### config.mk
export PLATFORM = sky130hd
export DESIGN_NAME = mvl_lane_move
export DESIGN_NICKNAME = d
export VERILOG_FILES = /design/src/rtl/mvl_pkg.sv /design/src/rtl/mvl_sel_decode.sv /design/src/rtl/mvl_lane_pick.sv /design/src/rtl/mvl_lane_place.sv /design/src/rtl/mvl_lane_move.sv
export SDC_FILE = /design/constraint.sdc
export NUM_CORES = 1
export LEC_CHECK = 0
export ABC_CLOCK_PERIOD_IN_PS = 1900
export BUFFER_PORTS_ARGS = -buffer_cell sky130_fd_sc_hd__buf_2
export CORE_AREA = 2 2 155 157
export CTS_CLUSTER_SIZE = 24
export DETAILED_ROUTE_END_ITERATION = 16
export DIE_AREA = 0 0 157 159
export GPL_TIMING_DRIVEN = 0
export PLACE_DENSITY = 0.74
export SYNTH_ARGS = -nofsm -noshare
export SYNTH_HDL_FRONTEND = slang
export SYNTH_SLANG_ARGS = --single-unit
### constraint.sdc
create_clock -name clk -period 1.9 [get_ports clk]
set_clock_uncertainty 0.15 [all_clocks]
set_input_delay 0.095 -clock clk [delete_from_list [all_inputs] [get_ports clk]]
set_output_delay 0.095 -clock clk [all_outputs]
set_load 0.005 [all_outputs]
### src/rtl/mvl_pkg.sv
package mvl_pkg;

    localparam int DEF_LANE_W = 16;
    localparam int DEF_LANES  = 8;

    // How the source selector was interpreted for one request.
    typedef enum logic [1:0] {
        SEL_DIRECT   = 2'd0,
        SEL_MERGED   = 2'd1,
        SEL_DST_ONLY = 2'd2,
        SEL_INVALID  = 2'd3
    } sel_kind_e;

    function automatic logic is_fault(input sel_kind_e kind);
        return kind == SEL_INVALID;
    endfunction

endpackage

### src/rtl/mvl_sel_decode.sv
module mvl_sel_decode #(
    parameter int IDX_W = 3,
    parameter int SRC_W = IDX_W + 2
) (
    input  logic [SRC_W-1:0]  src_sel,
    input  logic [IDX_W-1:0]  dst_low,
    output logic [IDX_W-1:0]  src_idx,
    output logic [IDX_W-1:0]  dst_idx,
    output mvl_pkg::sel_kind_e kind
);
    // A source bit survives only if some set bit sits above it
    // (up to and including the direct-select bit).
    for (genvar i = 0; i < IDX_W; i++) begin : g_merge
        assign src_idx[i] = (|src_sel[IDX_W:i+1]) ? src_sel[i] : dst_low[i];
    end

    assign dst_idx = dst_low;

    always_comb begin
        if (src_sel[SRC_W-1])
            kind = mvl_pkg::SEL_INVALID;
        else if (src_sel[IDX_W])
            kind = mvl_pkg::SEL_DIRECT;
        else if (src_sel[IDX_W-1:0] == '0)
            kind = mvl_pkg::SEL_DST_ONLY;
        else
            kind = mvl_pkg::SEL_MERGED;
    end
endmodule

### src/rtl/mvl_lane_pick.sv
module mvl_lane_pick #(
    parameter int LANE_W = 16,
    parameter int LANES  = 8,
    parameter int IDX_W  = $clog2(LANES),
    parameter int VEC_W  = LANE_W * LANES
) (
    input  logic [VEC_W-1:0]  vec,
    input  logic [IDX_W-1:0]  idx,
    output logic [LANE_W-1:0] lane
);
    // Lane 0 is the most significant slice.
    always_comb begin
        lane = '0;
        for (int k = 0; k < LANES; k++) begin
            if (idx == IDX_W'(k))
                lane = vec[VEC_W-1-k*LANE_W -: LANE_W];
        end
    end
endmodule

### src/rtl/mvl_lane_place.sv
module mvl_lane_place #(
    parameter int LANE_W = 16,
    parameter int LANES  = 8,
    parameter int IDX_W  = $clog2(LANES),
    parameter int VEC_W  = LANE_W * LANES
) (
    input  logic [VEC_W-1:0]  base,
    input  logic [LANE_W-1:0] lane,
    input  logic [IDX_W-1:0]  idx,
    output logic [VEC_W-1:0]  vec
);
    for (genvar k = 0; k < LANES; k++) begin : g_lane
        localparam int HI = VEC_W - 1 - k * LANE_W;
        assign vec[HI -: LANE_W] = (idx == IDX_W'(k)) ? lane : base[HI -: LANE_W];
    end
endmodule

### src/rtl/mvl_lane_move.sv
module mvl_lane_move #(
    parameter int LANE_W = mvl_pkg::DEF_LANE_W,
    parameter int LANES  = mvl_pkg::DEF_LANES,
    parameter int IDX_W  = $clog2(LANES),
    parameter int VEC_W  = LANE_W * LANES,
    parameter int SRC_W  = IDX_W + 2,
    parameter int DST_W  = IDX_W + 1
) (
    input  logic             clk,
    input  logic             rst,
    input  logic             in_valid,
    input  logic [VEC_W-1:0] src_vec,
    input  logic [VEC_W-1:0] dst_vec,
    input  logic [SRC_W-1:0] src_sel,
    input  logic [DST_W-1:0] dst_sel,
    output logic             out_valid,
    output logic [VEC_W-1:0] out_vec,
    output logic             out_err
);
    logic [IDX_W-1:0]   src_idx;
    logic [IDX_W-1:0]   dst_idx;
    mvl_pkg::sel_kind_e kind;
    logic [LANE_W-1:0]  moved_lane;
    logic [VEC_W-1:0]   placed_vec;
    logic [VEC_W-1:0]   next_vec;
    logic               next_err;
    logic               unused_dst_top;

    // The top destination selector bit carries no meaning.
    assign unused_dst_top = dst_sel[DST_W-1];

    mvl_sel_decode #(
        .IDX_W (IDX_W),
        .SRC_W (SRC_W)
    ) u_decode (
        .src_sel (src_sel),
        .dst_low (dst_sel[IDX_W-1:0]),
        .src_idx (src_idx),
        .dst_idx (dst_idx),
        .kind    (kind)
    );

    mvl_lane_pick #(
        .LANE_W (LANE_W),
        .LANES  (LANES),
        .IDX_W  (IDX_W),
        .VEC_W  (VEC_W)
    ) u_pick (
        .vec  (src_vec),
        .idx  (src_idx),
        .lane (moved_lane)
    );

    mvl_lane_place #(
        .LANE_W (LANE_W),
        .LANES  (LANES),
        .IDX_W  (IDX_W),
        .VEC_W  (VEC_W)
    ) u_place (
        .base (dst_vec),
        .lane (moved_lane),
        .idx  (dst_idx),
        .vec  (placed_vec)
    );

    assign next_err = mvl_pkg::is_fault(kind);
    assign next_vec = next_err ? dst_vec : placed_vec;

    always_ff @(posedge clk) begin
        if (rst) begin
            out_valid <= 1'b0;
            out_vec   <= '0;
            out_err   <= 1'b0;
        end else begin
            out_valid <= in_valid;
            if (in_valid) begin
                out_vec <= next_vec;
                out_err <= next_err;
            end
        end
    end
endmodule

==> flow_metrics.py <==
metrics = {
    "synthesis": {
        "yosysUniqueCellTypes": 58,
        "syn_avg_cell_area_sq_um": 9.882,
        "netlist_area_sq_mm": 0.008074,
        "synth_top_cell_area_share_pct": 32.23,
        "ys_top_cells_by_area": "dfxtp_1 (32%), o221ai_2 (12%), nand4b_1 (11%)",
        "seq_area_frac_synth_pct": 32.23,
        "ys_warn_count": 0,
        "synth-edff-count": 0,
        "async_reset_ff_share_pct": 0,
        "synthCells": 817,
        "syn_nets": 1085,
        "synth_ff_type": "dfxtp_1",
        "yosys-top-cells-count": "dfxtp_1 (130), nand4b_1 (106), nand2b_1 (105)",
        "synth_area_leader_cell": "dfxtp_1",
        "yosysMostFrequentCell": "dfxtp_1",
        "synth-seq-cells": 130,
    },
    "critical_path": {
        "cp_slowest_stage_delay_ns": 0.36,
        "cp_slowest_cell": "o22a_4",
        "crit_top_cell": "buf_4",
        "path_cells": "buf_2, buf_4, o21ai_4, nand2_4, buf_4, a22o_1, a211oi_1, o22a_4, o221ai_1",
        "arrival_ns": 1.98,
        "startpoint_type": "input pin",
        "worstSetupPathType": "in -> reg",
        "crit_family": "compound AO/OA/AOI/OAI gates",
        "path_buf_inv": 3,
        "worst_setup_path_end_kind": "flop",
        "cp_max_fo": 10,
        "cp_data_required_time_ns": 2.03,
    },
    "placed_design": {
        "io_buffers": 395,
        "dpl.hpwl_mm": 28.89,
        "place_congestion": 0.9124,
        "post-place-ws_ns": -0.7139,
        "place_area_sq_mm": 0.01045,
    },
    "final_layout": {
        "post-route-util_pct": 54.59,
        "nets": 1639,
        "ff_latch_area_sq_mm": 0.002603,
        "stdcell_area_sq_mm": 0.01266,
        "fillerInstances": 2056,
        "drive_above_1_share_pct": 44.94,
        "multi_input_comb_area_sq_mm": 0.005131,
        "syn_to_final_growth_pct": 56.81,
    },
    "sta": {
        "tightest_slew_ns": 0.9047,
        "slew_violations": 0,
        "fmax_mhz": 539.6,
        "hold_violations": 0,
        "max-slew-margin-rel_pct": 39.69,
        "finalWorstSetupSlack_ns": 0.04674,
        "timing.final.crit_share_pct": 97.54,
        "tns_ns": 0,
        "finalCriticalPeriod_ns": 1.853,
        "finalSetupViolCount": 0,
    },
    "status": {
        "outcome": "finished clean",
    },
    "cts": {
        "cts.sinks": 130,
        "cts_made_buffers": 17,
        "cts_tree": "done",
        "cts_root_buf": "clkbuf_16",
        "cts.htree.levels": 4,
        "clk_pin_slew_ns": 0.07,
        "clk_latency_ns": 0.42,
        "clock_path_buffers": 2,
    },
    "routing": {
        "vias": 9938,
        "routedWlPerCell_microns": 24.19,
        "drc_errors": 0,
        "first_pass_iters": 5,
        "postRouteAntennaNets": 0,
        "drt-total-wl_mm": 41.25,
        "via_per_inst": 5.829,
        "drt_iter0_markers": 800,
    },
    "floorplanning": {
        "dieWidth_microns": 157,
        "core_sq_mm": 0.02319,
        "rows": 56,
        "die_h_microns": 159,
        "die_area_sq_mm": 0.02496,
        "io_pins": 398,
        "start_util_pct": 34.81,
    },
    "job": {
        "drv_cap": 0,
    },
    "global_route": {
        "grt_pass1_wl_mm": 59.62,
        "grt_max_degree": 17,
        "grt_pass1_vias": 9725,
        "grt_overflow": 0,
        "antenna_found_initial": 1,
        "track_usage_pct": 31.82,
    },
    "power": {
        "power_mw": 9.081,
        "peakVddDrop_mv": 0.4710,
        "total_leakage_power_nw": 5.192,
        "p_per_area_mw_per_mm2": 717.2,
    },
    "min_path": {
        "hp-class": "in -> reg",
    },
}
-- power breakdown --
group	total, mW	switching [mW]	leakage (nW)	internal (mW)
Sequential	3.02	0.106	1.07	2.92
Combinational	2.63	1.45	3.83	1.18
Clock	3.43	1.56	0.287	1.87
-- flip-flops by register name, summed over array words and instances, names as in the netlist --
register and count:
out_vec 128, out_valid 1, out_err 1
-- kinds of logic after synthesis --
family | Yosys count | synth area share, %
flops | 130 | 32.23
compound gates | 256 | 34.39
mux | 8 | 1.069
buf+inv | 99 | 5.656
simple gates | 324 | 26.65
-- cell type report --
cell class | count | share of cell area, %
repair buffers | 535 | 27.24
clock inverters | 15 | 1.334
clock buffers | 17 | 3.360
multi-input cells | 588 | 40.53
diodes | 2 | 0.03953
flip-flops and latches | 130 | 20.56
plain buffers | 95 | 3.676
well taps | 319 | 3.152
inverters | 4 | 0.1186
-- final timing paths --
kind | slack [ns] | endpoint | startpoint | cells after the start
worst max register to register | 0.98 | out_vec[19] | out_vec[19] | 2
worst min-delay path | 0.01 | out_vec[115] | src_sel[4] | 4
worst min register to register | 0.33 | out_vec[53] | out_vec[53] | 2
worst max-delay path | 0.05 | out_vec[100] | src_sel[2] | 9
-- cells in the final DEF, fill, tap and decap left out, types with 11 or more instances in the layout --
| master | Yosys | layout |
|---|---|---|
| o21ai_2 | 7 | 11 |
| nand4b_1 | 106 | 106 |
| o22a_4 | 9 | 13 |
| dfxtp_1 | 130 | 130 |
| nand2b_1 | 105 | 105 |
| clkbuf_2 | 0 | 15 |
| o21ai_0 | 16 | 16 |
| clkbuf_1 | 74 | 59 |
| nor2_1 | 23 | 23 |
| dlygate4sd3_1 | 0 | 128 |
| nand2_1 | 43 | 43 |
| nand4_1 | 11 | 11 |
| o221ai_1 | 46 | 44 |
| clkbuf_16 | 0 | 17 |
| a211oi_2 | 18 | 24 |
| o221ai_2 | 66 | 68 |
| buf_2 | 8 | 401 |
| buf_4 | 7 | 13 |
| a22o_1 | 27 | 27 |
-- timing repair --
item / 4_1_cts / 5_1_grt
setup buffers: 0 / 12
endpoints found under the setup margin: 118 / 120
endpoints found under the hold margin: 128 / 0
pin swaps: 3 / 9
hold buffers: 128 / 0
resized for setup: 14 / 35
-- tightest hold or removal path: stages --
cell and delay, ns:
buf_2 0.14, nor4_2 0.09, nand3_1 0.11, a311oi_2 0.09
-- per-stage QoR --
step,hold slack (ns),std cells
final,0.01034,1705
after floorplan,0.09233,817
after global routing,0.01227,1704
after detailed placement,0.2191,1531
after CTS,0.01346,1691
after global placement,0.2138,1531
-- metal layers --
layer  part of all wire (%)  routed length [microns]  global-route usage [%]  vias to the layer above
met5                      0                        0                       0                        -
met4                    4.1                     1672                   14.26                        0
met1                     40                    16580                   39.64                     4841
met2                     47                    19490                   52.21                      589
met3                    8.5                     3514                   7.186                      120
li1                       -                        -                       -                     4388
(Power assumes the default switching activity.)
